<file path="config.mk">
export PLATFORM = sky130hd
export DESIGN_NAME = gpio_irq_port
export DESIGN_NICKNAME = d
export VERILOG_FILES = /design/src/rtl/gpio_irq_pkg.sv /design/src/rtl/gpio_sync.sv /design/src/rtl/gpio_trig.sv /design/src/rtl/gpio_regs.sv /design/src/rtl/gpio_irq_port.sv
export SDC_FILE = /design/constraint.sdc
export NUM_CORES = 1
export LEC_CHECK = 0
export BUFFER_PORTS_ARGS = -buffer_cell sky130_fd_sc_hd__buf_2
export CORE_MARGIN = 2
export CORE_UTILIZATION = 31
export CTS_BUF_LIST = sky130_fd_sc_hd__clkbuf_8
export DETAILED_ROUTE_END_ITERATION = 7
export GPL_ROUTABILITY_DRIVEN = 0
export HOLD_SLACK_MARGIN = 0.05
export PLACE_DENSITY_LB_ADDON = 0.25
export SLEW_MARGIN = 10
export SYNTH_ARGS = -nofsm -noshare
export SYNTH_HDL_FRONTEND = slang
export SYNTH_SLANG_ARGS = --single-unit
</file>
<file path="constraint.sdc">
create_clock -name clk -period 1.45 [get_ports clk]
set_input_delay 0.0725 -clock clk [delete_from_list [all_inputs] [get_ports clk]]
set_output_delay 0.0725 -clock clk [all_outputs]
set_load 0.03 [all_outputs]
</file>
<file path="src/rtl/gpio_irq_pkg.sv">
`timescale 1ns/1ps
package gpio_irq_pkg;

  typedef enum logic [1:0] {
    TRIG_LOW  = 2'd0,
    TRIG_HIGH = 2'd1,
    TRIG_RISE = 2'd2,
    TRIG_FALL = 2'd3
  } trig_e;

  localparam logic [7:0] OFS_OUTVAL = 8'h00;
  localparam logic [7:0] OFS_DIR    = 8'h04;
  localparam logic [7:0] OFS_LEVEL  = 8'h08;
  localparam logic [7:0] OFS_TRIGLO = 8'h0C;
  localparam logic [7:0] OFS_TRIGHI = 8'h10;
  localparam logic [7:0] OFS_MASK   = 8'h14;
  localparam logic [7:0] OFS_STAT   = 8'h18;

  // Decide whether one pin fires its trigger this cycle.
  function automatic logic trig_fires(trig_e t, logic now_lvl, logic was_lvl);
    case (t)
      TRIG_LOW:  return !now_lvl;
      TRIG_HIGH: return now_lvl;
      TRIG_RISE: return now_lvl && !was_lvl;
      default:   return !now_lvl && was_lvl;
    endcase
  endfunction

  // Field index of a pin inside its half's code register.
  function automatic int unsigned field_slot(int unsigned pin, int unsigned half);
    return pin % half;
  endfunction

endpackage

</file>
<file path="src/rtl/gpio_sync.sv">
`timescale 1ns/1ps
module gpio_sync #(
  parameter int unsigned W      = 32,
  parameter int unsigned STAGES = 2
) (
  input  logic         clk,
  input  logic         rst_n,
  input  logic [W-1:0] d,
  output logic [W-1:0] q,
  output logic [W-1:0] q_prev
);
  logic [W-1:0] stg [STAGES];

  always_ff @(posedge clk or negedge rst_n) begin
    if (!rst_n) begin
      for (int i = 0; i < STAGES; i++) stg[i] <= '0;
      q_prev <= '0;
    end else begin
      stg[0] <= d;
      for (int i = 1; i < STAGES; i++) stg[i] <= stg[i-1];
      q_prev <= stg[STAGES-1];
    end
  end

  assign q = stg[STAGES-1];
endmodule

</file>
<file path="src/rtl/gpio_trig.sv">
`timescale 1ns/1ps
module gpio_trig import gpio_irq_pkg::*; #(
  parameter int unsigned PINS = 32
) (
  input  logic [2*(PINS/2)-1:0] cfg_lo,
  input  logic [2*(PINS/2)-1:0] cfg_hi,
  input  logic [PINS-1:0]       cur,
  input  logic [PINS-1:0]       prv,
  output logic [PINS-1:0]       hit
);
  localparam int unsigned HALF = PINS / 2;

  for (genvar n = 0; n < PINS; n++) begin : g_pin
    localparam int unsigned K = field_slot(n, HALF);
    logic [1:0] code;
    if (n < HALF) begin : g_low
      assign code = cfg_lo[2*K +: 2];
    end else begin : g_high
      assign code = cfg_hi[2*K +: 2];
    end
    assign hit[n] = trig_fires(trig_e'(code), cur[n], prv[n]);
  end
endmodule

</file>
<file path="src/rtl/gpio_regs.sv">
`timescale 1ns/1ps
module gpio_regs import gpio_irq_pkg::*; #(
  parameter int unsigned PINS = 32,
  parameter int unsigned DW   = 32,
  parameter int unsigned AW   = 5
) (
  input  logic                  clk,
  input  logic                  rst_n,
  input  logic                  bus_en,
  input  logic                  bus_we,
  input  logic [AW-1:0]         bus_addr,
  input  logic [DW-1:0]         bus_wdata,
  input  logic [PINS-1:0]       level_q,
  input  logic [PINS-1:0]       hit_vec,
  output logic [DW-1:0]         bus_rdata,
  output logic [PINS-1:0]       outval_q,
  output logic [PINS-1:0]       dir_q,
  output logic [2*(PINS/2)-1:0] cfg_lo_q,
  output logic [2*(PINS/2)-1:0] cfg_hi_q,
  output logic [PINS-1:0]       mask_q,
  output logic [PINS-1:0]       stat_q,
  output logic [PINS-1:0]       clr_vec
);
  localparam int unsigned CFG_W = 2 * (PINS / 2);

  logic wr;
  logic wr_out, wr_dir, wr_tlo, wr_thi, wr_msk, wr_stat;

  assign wr      = bus_en && bus_we;
  assign wr_out  = wr && (bus_addr == AW'(OFS_OUTVAL));
  assign wr_dir  = wr && (bus_addr == AW'(OFS_DIR));
  assign wr_tlo  = wr && (bus_addr == AW'(OFS_TRIGLO));
  assign wr_thi  = wr && (bus_addr == AW'(OFS_TRIGHI));
  assign wr_msk  = wr && (bus_addr == AW'(OFS_MASK));
  assign wr_stat = wr && (bus_addr == AW'(OFS_STAT));

  assign clr_vec = wr_stat ? bus_wdata[PINS-1:0] : '0;

  always_ff @(posedge clk or negedge rst_n) begin
    if (!rst_n) begin
      outval_q <= '0;
      dir_q    <= '0;
      cfg_lo_q <= '0;
      cfg_hi_q <= '0;
      mask_q   <= '0;
      stat_q   <= '0;
    end else begin
      if (wr_out) outval_q <= bus_wdata[PINS-1:0];
      if (wr_dir) dir_q    <= bus_wdata[PINS-1:0];
      if (wr_tlo) cfg_lo_q <= bus_wdata[CFG_W-1:0];
      if (wr_thi) cfg_hi_q <= bus_wdata[CFG_W-1:0];
      if (wr_msk) mask_q   <= bus_wdata[PINS-1:0];
      // A trigger in the same cycle as a clear wins.
      stat_q <= (stat_q & ~clr_vec) | hit_vec;
    end
  end

  always_comb begin
    bus_rdata = '0;
    if (bus_addr == AW'(OFS_OUTVAL))      bus_rdata = DW'(outval_q);
    else if (bus_addr == AW'(OFS_DIR))    bus_rdata = DW'(dir_q);
    else if (bus_addr == AW'(OFS_LEVEL))  bus_rdata = DW'(level_q);
    else if (bus_addr == AW'(OFS_TRIGLO)) bus_rdata = DW'(cfg_lo_q);
    else if (bus_addr == AW'(OFS_TRIGHI)) bus_rdata = DW'(cfg_hi_q);
    else if (bus_addr == AW'(OFS_MASK))   bus_rdata = DW'(mask_q);
    else if (bus_addr == AW'(OFS_STAT))   bus_rdata = DW'(stat_q);
  end
endmodule

</file>
<file path="src/rtl/gpio_irq_port.sv">
`timescale 1ns/1ps
module gpio_irq_port #(
  parameter int unsigned PINS   = 32,
  parameter int unsigned DW     = 32,
  parameter int unsigned AW     = 5,
  parameter int unsigned STAGES = 2
) (
  input  logic            clk,
  input  logic            rst_n,
  input  logic            bus_en,
  input  logic            bus_we,
  input  logic [AW-1:0]   bus_addr,
  input  logic [DW-1:0]   bus_wdata,
  output logic [DW-1:0]   bus_rdata,
  input  logic [PINS-1:0] pin_in,
  output logic [PINS-1:0] pin_out,
  output logic [PINS-1:0] pin_oe,
  output logic            irq_lo,
  output logic            irq_hi
);
  localparam int unsigned HALF  = PINS / 2;
  localparam int unsigned CFG_W = 2 * HALF;

  logic [PINS-1:0]  level_q, level_prev;
  logic [PINS-1:0]  hit_vec, clr_vec;
  logic [PINS-1:0]  outval_q, dir_q, mask_q, stat_q;
  logic [CFG_W-1:0] cfg_lo_q, cfg_hi_q;
  logic [PINS-1:0]  pend_vec;

  gpio_sync #(.W(PINS), .STAGES(STAGES)) u_sync (
    .clk(clk), .rst_n(rst_n), .d(pin_in), .q(level_q), .q_prev(level_prev)
  );

  gpio_trig #(.PINS(PINS)) u_trig (
    .cfg_lo(cfg_lo_q), .cfg_hi(cfg_hi_q),
    .cur(level_q), .prv(level_prev), .hit(hit_vec)
  );

  gpio_regs #(.PINS(PINS), .DW(DW), .AW(AW)) u_regs (
    .clk(clk), .rst_n(rst_n),
    .bus_en(bus_en), .bus_we(bus_we), .bus_addr(bus_addr), .bus_wdata(bus_wdata),
    .level_q(level_q), .hit_vec(hit_vec), .bus_rdata(bus_rdata),
    .outval_q(outval_q), .dir_q(dir_q), .cfg_lo_q(cfg_lo_q), .cfg_hi_q(cfg_hi_q),
    .mask_q(mask_q), .stat_q(stat_q), .clr_vec(clr_vec)
  );

  assign pend_vec = stat_q & mask_q;
  assign irq_lo   = |pend_vec[HALF-1:0];
  assign irq_hi   = |pend_vec[PINS-1:HALF];
  assign pin_oe   = dir_q;
  assign pin_out  = outval_q & dir_q;
endmodule

</file>
==> impl_metrics.env, run 1 <==
export IMPL_dpl_hpwl_um=30800
export IMPL_pre_cts_slack_ns=-0.246
export IMPL_holdWs_ns=0.0806
export IMPL_grt_total_usage=0.203
export IMPL_syn_avg_cell_area_um2=10.4
export IMPL_async_flop_share=1.00
export IMPL_min_period_over_period=1.48
export IMPL_max_freq_ghz=0.466
export IMPL_path_max_fanout=3
export IMPL_ios=171
export IMPL_utilization=0.451
export IMPL_endpoint_kind="output port"
export IMPL_crit_chain="a22o_1 > a221oi_2 > nand4_1 > buf_6"
export IMPL_first_pass_iters=5
export IMPL_synth_edf_count=0
export IMPL_clkPwrFrac=0.345
export IMPL_worstSkewPairLatency_ns=0.64
export IMPL_synth_ff_type="dfrtp_1"
export IMPL_drtIter0Drc=701
export IMPL_switchingPower_uw=6700
export IMPL_yosysUniqueCellTypes=42
export IMPL_drv_slew=0
export IMPL_seq_area_frac_synth=0.534
export IMPL_slew_headroom=0.751
export IMPL_cap_violations=0
export IMPL_critPathMaxStageDelay_ns=0.43
export IMPL_power_density_mw_per_mm2=1120
export IMPL_cp_num_buf_inv=1
export IMPL_violations="negative setup slack"
export IMPL_drc=0
export IMPL_root_buffer="clkbuf_8"
export IMPL_layout_drive_gt1_share=0.388
export IMPL_cp_top_family="compound AO/OA/AOI/OAI gates"
export IMPL_cp_start_kind="flop"
export IMPL_fin_crit_ns=2.14
export IMPL_numPortBuffers=170
export IMPL_cts_buffers=51
export IMPL_clk_pin_slew_worst_paths_ns=0.06
export IMPL_core_area_mm2=0.0430
export IMPL_grt_ovfl_total=0
export IMPL_grt_pass1_vias=11282
export IMPL_min_path_type="in2reg"
export IMPL_crit_required_ns=1.38
export IMPL_antenna_left=0
export IMPL_syn2layout_area_growth_pct=43.7
export IMPL_power_frac_comb=0.219
export IMPL_internal_power_uw=15100
export IMPL_via_count=11568
export IMPL_power_frac_seq=0.436
export IMPL_antenna_found_initial=0
export IMPL_fin_ws_ns=-0.694
export IMPL_hold_viol=0
export IMPL_wl_um=45200
export IMPL_die_area_mm2=0.0452
export IMPL_worst_slew_pin_slew_ns=0.363
export IMPL_vdd_ir_drop_max_uv=549
export IMPL_synth_fp_nets=1376
export IMPL_nets=1776
export IMPL_p_leak_uw=0.00881
export IMPL_rows=76
export IMPL_ys_ff_latch=288
export IMPL_syn_inst=1303
export IMPL_grt_first_pass_wirelength_um=68900
export IMPL_rsz0062_at_grt="true"
export IMPL_wl_per_cell_um=19.4
export IMPL_die_x_um=213
export IMPL_start_util=0.314
export IMPL_htree_levels=2
export IMPL_cts_sinks=288
export IMPL_crit_arrival_ns=2.07
export IMPL_synth_area_mm2=0.0135
export IMPL_diodes=0
export IMPL_cp_slowest_cell="dfrtp_1"
export IMPL_viasPerCell=4.98
export IMPL_setup_viol=55
export IMPL_outcome="finished, violations left"
export IMPL_ys_warn_count=0
export IMPL_swShare=0.308
export IMPL_cts_tree="yes"
export IMPL_finClkSkew_ns=0.0155
export IMPL_die_y_um=213
export IMPL_cts_max_path_buffers=3
export IMPL_grt_max_degree=66
export IMPL_path_class="reg2out"
metrics by stage:
stage,std cells,power [µW],setup TNS (ns),instance area (µm²)
2_1_floorplan,1303,11700,0,13600
3_3_place_gp,2081,13300,-5.72,15900
3_5_place_dp,2081,13300,-6.63,15900
4_1_cts,2312,21900,-18.78,19000
5_1_grt,2325,22900,-19.88,19400
6_report,2325,21800,-16.18,19400
logic make-up (layout without fill, tap and decap cells):
kind of cell           Yosys count  in the layout  share of synthesized area
AOI/OAI and AO/OA              403            403                      0.197
DFF                            288            288                      0.534
muxes                           93             93                     0.0749
and+or+nand+nor                404            404                      0.148
buffers and inverters          115            552                     0.0462
cells in the mapped netlist (all sizes together), types with 20 or more instances:
cell	number	area, µm²
a221oi	40	432
and2	32	200
buf	68	434
dfrtp	288	7210
inv	32	120
mux2	63	709
mux2i	30	300
nand2	225	847
nand2b	34	213
nand3	34	195
nand3b	20	175
nor2	33	131
o21ai	225	1250
o22ai	79	494
layer usage:
layer | vias up | global-route usage | part of all wire
met3 | 63 | 0.0331 | 0.052
met2 | 310 | 0.318 | 0.47
met1 | 5710 | 0.288 | 0.46
li1 | 5485 | - | -
met5 | - | 0 | 0
met4 | 0 | 0.0579 | 0.020
final timing paths:
kind / startpoint / to / slack [ns] / cells past startpoint
setup / recovery: u_regs.stat_q[13] / irq_lo / -0.69 / 4
hold / removal: pin_in[22] / u_sync.stg[54] / 0.08 / 2
setup reg to reg: u_regs.cfg_lo_q[27] / u_regs.stat_q[13] / 0.08 / 6
hold reg to reg: u_sync.stg[37] / u_sync.q[5] / 0.34 / 0
max in group asynchronous: rst_n / u_sync.q[6] / 0.37 / 4
min in group asynchronous: rst_n / u_regs.dir_q[1] / 0.42 / 3
state kept, by name, indices dropped and copies added, names as in the netlist:
register / cells
u_regs.cfg_hi_q: 32
u_regs.cfg_lo_q: 32
u_regs.dir_q: 32
u_regs.mask_q: 32
u_regs.outval_q: 32
u_regs.stat_q: 32
u_sync.q: 32
u_sync.q_prev: 32
u_sync.stg: 32
power groups by stage:
stage / clock, µW / sequential [µW] / combinational [µW]
2_1_floorplan: 0 / 9660 / 2020
3_3_place_gp: 0 / 9650 / 3620
3_5_place_dp: 0 / 9670 / 3680
4_1_cts: 7770 / 9490 / 4600
5_1_grt: 8140 / 9600 / 5190
6_report: 7510 / 9510 / 4770
cell usage in the layout, fill, tap and decap left out, types with 38 or more instances in the layout:
cell           count
dfrtp_1          268
nand2_1          216
o21ai_0          176
buf_4            136
buf_2             94
dlygate4sd3_1     90
buf_6             76
clkbuf_8          65
o22ai_1           54
inv_1             51
mux2_2            50
a221oi_2          38
timing repair:
action,CTS,global route
resized for setup,251,63
hold buffers,90,1
cloned,0,0
endpoints found under the hold margin,511,20
pin swaps,84,38
endpoints found under the setup margin,67,89
buffers inserted,53,20
cell type report:
cell class / count / area (µm²)
Timing Repair Buffer: 430 / 3920
Clock inverter: 25 / 108
Fill cell: 4142 / 23600
Multi-Input combinational cell: 900 / 6370
Inverter: 32 / 120
Sequential cell: 288 / 7230
Clock buffer: 65 / 895
Tap cell: 585 / 732
No activity file was read; power rests on OpenSTA's default activity.
==> run 2: changes to the inputs <==
Settings changed: CELL_PAD_IN_SITES_DETAIL_PLACEMENT set to 0, CELL_PAD_IN_SITES_GLOBAL_PLACEMENT set to 1, CORE_MARGIN 2 to 5.
Clock period 1.45 ns to 1.82 ns, I/O delays scaled along.
==> run 2 against run 1 <==
Compared with the run above:
- the run still ends with negative setup slack left
- core utilization is 1.8 points lower
- final area shrank 3.7%
- routed wire length increased by 1.6%
- global-route usage down 1.1 points
- first-iteration DRC count decreased by 21%
- sequential cell count did not move
- via count shrank 2.6%
- worst hold slack gained 0.021 ns
- sequential share of layout area up 1.5 points
- register-to-register slack improved by 0.39 ns
- sequential power shrank 21%
==> impl_metrics.env, run 2 (synthesis results as in run 1) <==
export IMPL_wl_um=45900
export IMPL_setup_viol=29
export IMPL_cp_num_buf_inv=1
export IMPL_core_area_mm2=0.0431
export IMPL_die_x_um=219
export IMPL_viasPerCell=4.90
export IMPL_critPathLaunch="u_regs.mask_q[13]"
export IMPL_syn2layout_area_growth_pct=38.4
export IMPL_min_period_over_period=1.13
export IMPL_pre_cts_slack_ns=-0.0652
export IMPL_power_density_mw_per_mm2=931
export IMPL_die_y_um=219
export IMPL_antenna_found_initial=1
export IMPL_violations="negative setup slack"
export IMPL_grt_max_degree=65
export IMPL_outcome="finished, violations left"
export IMPL_wl_per_cell_um=20.0
export IMPL_crit_required_ns=1.73
export IMPL_grt_total_usage=0.192
export IMPL_min_path_type="in2reg"
export IMPL_layout_drive_gt1_share=0.368
export IMPL_grt_pass1_vias=11583
export IMPL_dpl_hpwl_um=31200
export IMPL_fin_crit_ns=2.06
export IMPL_nets=1743
export IMPL_htree_levels=2
export IMPL_instances_no_fill=2299
export IMPL_use_met3=0.0350
export IMPL_layout_common_cells="dfrtp_1 (253), nand2_1 (218), o21ai_0 (176), buf_4 (144), buf_2 (133)"
export IMPL_fin_ws_ns=-0.237
export IMPL_final_common_cell="dfrtp_1"
export IMPL_root_buffer="clkbuf_8"
export IMPL_die_area_mm2=0.0478
export IMPL_grt_busiest_layer="met2"
export IMPL_vdd_ir_drop_max_uv=540
export IMPL_cap_violations=0
export IMPL_crit_chain="a22o_1 > a221oi_2 > nand4_1 > buf_6"
export IMPL_grt_first_pass_wirelength_um=70700
export IMPL_drv_slew=0
export IMPL_crit_arrival_ns=1.97
export IMPL_cp_start_kind="flop"
export IMPL_r2r_start="u_regs.cfg_lo_q[20]"
export IMPL_slew_headroom=0.739
export IMPL_numPortBuffers=170
export IMPL_rsz0062_at_grt="true"
export IMPL_cp_slowest_cell="dfrtp_1"
export IMPL_finClkSkew_ns=0.0206
export IMPL_endpoint="irq_lo"
export IMPL_worstSkewPairLatency_ns=0.63
export IMPL_drc=0
export IMPL_dp_cells=2048
export IMPL_start_util=0.313
export IMPL_ios=171
export IMPL_cp_num_cells=4
export IMPL_cp_top_family="compound AO/OA/AOI/OAI gates"
export IMPL_cts_max_path_buffers=3
export IMPL_r2r_end="u_regs.stat_q[10]"
export IMPL_antenna_left=0
export IMPL_cts_tree="yes"
export IMPL_endpoint_kind="output port"
export IMPL_regToRegSetupSlack_ns=0.47
export IMPL_clk_pin_slew_worst_paths_ns=0.06
export IMPL_r2r_cells=5
export IMPL_path_max_fanout=2
export IMPL_cts_buffers=54
export IMPL_use_met1=0.272
export IMPL_rows=76
export IMPL_max_freq_ghz=0.486
export IMPL_hold_viol=0
export IMPL_first_pass_iters=5
export IMPL_holdWs_ns=0.102
export IMPL_grt_ovfl_total=0
export IMPL_critPathMaxStageDelay_ns=0.41
export IMPL_worst_slew_pin_slew_ns=0.391
export IMPL_cts_sinks=288
export IMPL_grt_util_met2=0.306
export IMPL_via_count=11269
export IMPL_path_class="reg2out"
export IMPL_p_leak_uw=0.00856
export IMPL_drtIter0Drc=554
run 2: changes by cell type in the layout (fill, tap and decap cells not counted), moves of 4 or more:
cell	previous run	this run
a22oi_1	2	10
clkbuf_8	65	70
and2_4	32	0
dlygate4sd3_1	90	68
dfrtp_1	268	253
buf_6	76	17
buf_4	136	144
buf_2	94	133
dfrtp_2	20	35
o22ai_1	54	58
a22oi_2	14	6
and2_1	0	32
run 2: what timing repair did:
action | CTS | global route
pin swaps | 81 | 39
gates resized for setup | 165 | 28
hold buffers | 69 | 0
endpoints found under the hold margin | 512 | 0
setup endpoints to repair | 34 | 34
setup buffers | 69 | 17
run 2: layer usage:
layer	share of wire	up-vias	routed length, µm
li1	-	5413	-
met1	0.48	5547	21900
met4	0.019	0	882
met5	0	-	0
met3	0.045	60	2060
met2	0.46	249	21100
run 2: report_power, final:
part	switching [µW]	internal (µW)
clock	2830	3430
combinational	1920	1650
sequential	542	7000
run 2: final cells by class:
cell class / instances / area [µm²]
diodes: 1 / 2.50
clock inverters: 29 / 126
clock buffers: 70 / 963
multi-input cells: 900 / 6200
well taps: 585 / 732
fillers: 4167 / 24400
flip-flops and latches: 288 / 7250
repair buffers: 394 / 3260
inverters: 32 / 120
run 2: per-stage QoR:
stage                      util  TNS [ns]  cell area (µm²)  total power [µW]
final                     0.433     -2.69            18700             17400
after global routing      0.433     -5.94            18700             18300
after CTS                 0.428     -4.53            18400             17500
after detailed placement  0.360   -0.0652            15500             10500
after global placement    0.360   -0.0856            15500             10400
after floorplan               -         0            13500              9270
run 2: how the worst min path moves through the flow:
stage                     from                  to  slack, ns  depth (start not counted)
finish              pin_in[28]      u_sync.stg[60]       0.10                          2
global route        pin_in[17]      u_sync.stg[49]       0.07                          2
CTS                  pin_in[2]      u_sync.stg[34]       0.05                          2
detailed placement       rst_n   u_sync.q_prev[30]       0.05                          1
global placement         rst_n      u_sync.stg[63]       0.05                          1
floorplan                rst_n  u_regs.cfg_hi_q[0]      -0.20                          0
==> run 3: changes to the inputs <==
Settings changed: MAX_ROUTING_LAYER set to met4.
==> run 3 against run 2 <==
Compared with the run above:
- worst hold slack is essentially flat
- setup slack gained 0.00091 ns
- combinational power hardly changed
- register-to-register slack about the same
- the run still ends with negative setup slack left
- count of clock-buffer cells in the layout is the same
- global-route usage grew 0.56 points
- largest power group unchanged
- final area is essentially flat
==> impl_metrics.env, run 3 (synthesis results as in run 1) <==
export IMPL_grt_first_pass_wirelength_um=70600
export IMPL_viasPerCell=4.93
export IMPL_clk_pin_slew_worst_paths_ns=0.06
export IMPL_path_max_fanout=2
export IMPL_first_pass_iters=4
export IMPL_min_period_over_period=1.13
export IMPL_cp_top_family="compound AO/OA/AOI/OAI gates"
export IMPL_grt_pass1_vias=11563
export IMPL_via_count=11324
export IMPL_final_common_cell="dfrtp_1"
export IMPL_critPathMaxStageDelay_ns=0.42
export IMPL_grt_max_degree=65
export IMPL_hold_viol=0
export IMPL_p_leak_uw=0.00856
export IMPL_numPortBuffers=170
export IMPL_nFillCells=4170
export IMPL_ios=171
export IMPL_setup_viol=29
export IMPL_internal_power_uw=12100
export IMPL_worstSkewPairLatency_ns=0.63
export IMPL_path_class="reg2out"
export IMPL_start_util=0.313
export IMPL_outcome="finished, violations left"
export IMPL_fin_ws_ns=-0.236
export IMPL_worst_slew_pin_slew_ns=0.394
export IMPL_max_freq_ghz=0.486
export IMPL_cts_tree="yes"
export IMPL_cp_start_kind="flop"
export IMPL_drv_slew=0
export IMPL_rsz0062_at_grt="true"
export IMPL_power_frac_comb=0.205
export IMPL_fin_tns_setup_ns=-2.64
export IMPL_r2r_start="u_regs.cfg_lo_q[20]"
export IMPL_layout_drive_gt1_share=0.367
export IMPL_cts_buffers=54
export IMPL_critPathLaunch="u_regs.mask_q[13]"
export IMPL_syn2layout_area_growth_pct=38.4
export IMPL_drtIter0Drc=583
export IMPL_power_density_mw_per_mm2=930
export IMPL_root_buffer="clkbuf_8"
export IMPL_crit_chain="a22o_1 > a221oi_2 > nand4_1 > buf_6"
export IMPL_cp_slowest_cell="dfrtp_1"
export IMPL_die_area_mm2=0.0478
export IMPL_die_x_um=219
export IMPL_grt_ovfl_total=0
export IMPL_antenna_found_initial=1
export IMPL_dpl_hpwl_um=31200
export IMPL_grt_total_usage=0.197
export IMPL_fin_crit_ns=2.06
export IMPL_htree_levels=2
export IMPL_antenna_left=0
export IMPL_drc=0
export IMPL_cap_violations=0
export IMPL_power_frac_seq=0.435
export IMPL_cp_num_buf_inv=1
export IMPL_clkPwrFrac=0.360
export IMPL_cts_sinks=288
export IMPL_violations="negative setup slack"
export IMPL_core_area_mm2=0.0431
export IMPL_swShare=0.304
export IMPL_crit_arrival_ns=1.97
export IMPL_utilization=0.433
export IMPL_min_path_type="in2reg"
export IMPL_finalPower_uw=17400
export IMPL_wl_um=45900
export IMPL_holdWs_ns=0.102
export IMPL_finClkSkew_ns=0.0192
export IMPL_layout_common_cells="dfrtp_1 (253), nand2_1 (219), o21ai_0 (176), buf_4 (142), buf_2 (133)"
export IMPL_switchingPower_uw=5280
export IMPL_slew_headroom=0.737
export IMPL_holdCritStartpoint="pin_in[28]"
export IMPL_endpoint_kind="output port"
export IMPL_rows=76
export IMPL_crit_required_ns=1.73
export IMPL_vdd_ir_drop_max_uv=540
export IMPL_cts_max_path_buffers=3
export IMPL_wl_per_cell_um=20.0
export IMPL_die_y_um=219
export IMPL_nets=1741
[run 3: cell types whose count changed in the layout (fill, tap and decap cells not counted), sizes merged]
cell  delta
buf      -2
[run 3: area by class of cell]
cell class	count	area [µm²]	share of cell area
Clock buffer	70	963	0.0516
Inverter	32	120	0.00644
Sequential cell	288	7250	0.389
Multi-Input combinational cell	900	6220	0.333
Antenna cell	1	2.50	0.000134
Tap cell	585	732	0.0392
Clock inverter	29	126	0.00677
Timing Repair Buffer	392	3250	0.174
[run 3: power by group through the flow]
stage / sequential, µW / clock (µW) / combinational, µW
after floorplan: 7700 / 0 / 1570
after global placement: 7720 / 0 / 2720
after detailed placement: 7740 / 0 / 2750
after CTS: 7540 / 6490 / 3490
after global routing: 7630 / 6770 / 3890
final: 7540 / 6250 / 3560
[run 3: final timing paths]
| path | to | slack [ns] | depth (start not counted) |
|---|---|---|---|
| setup / recovery | irq_lo | -0.24 | 4 |
| hold / removal | u_sync.stg[60] | 0.10 | 2 |
| setup reg to reg | u_regs.stat_q[10] | 0.48 | 5 |
| hold reg to reg | u_sync.q[13] | 0.33 | 0 |
| max in group asynchronous | u_regs.cfg_lo_q[10] | 1.29 | 3 |
| min in group asynchronous | u_regs.mask_q[25] | 0.16 | 3 |
[run 3: timing repair]
item | in CTS | in global routing
buffers inserted | 69 | 15
hold buffers | 69 | 0
gates resized for setup | 165 | 29
endpoints found under the hold margin | 512 | 0
endpoints found under the setup margin | 34 | 34
pin swaps | 81 | 40
[run 3: metal layers]
metal  routed length, µm  global-route usage  vias up
met5                   0                   -        -
met3                2060              0.0344       64
met1               21900               0.273     5587
li1                    -                   -     5413
met2               21100               0.305      260
met4                 875              0.0458        0
[run 3: through the flow]
step	cell area, µm²	setup WS (ns)	cells
4_1_cts	18400	-0.306	2283
2_1_floorplan	13500	0.0881	1303
3_5_place_dp	15500	-0.0652	2048
6_report	18700	-0.236	2297
5_1_grt	18700	-0.333	2297
3_3_place_gp	15500	-0.0679	2048
[run 3: worst register-to-register path, stage by stage, from the launching register on]
cell	delay [ns]
dfrtp_2	0.43
buf_4	0.14
buf_4	0.14
mux2_2	0.25
mux2i_1	0.19
nand2_1	0.08
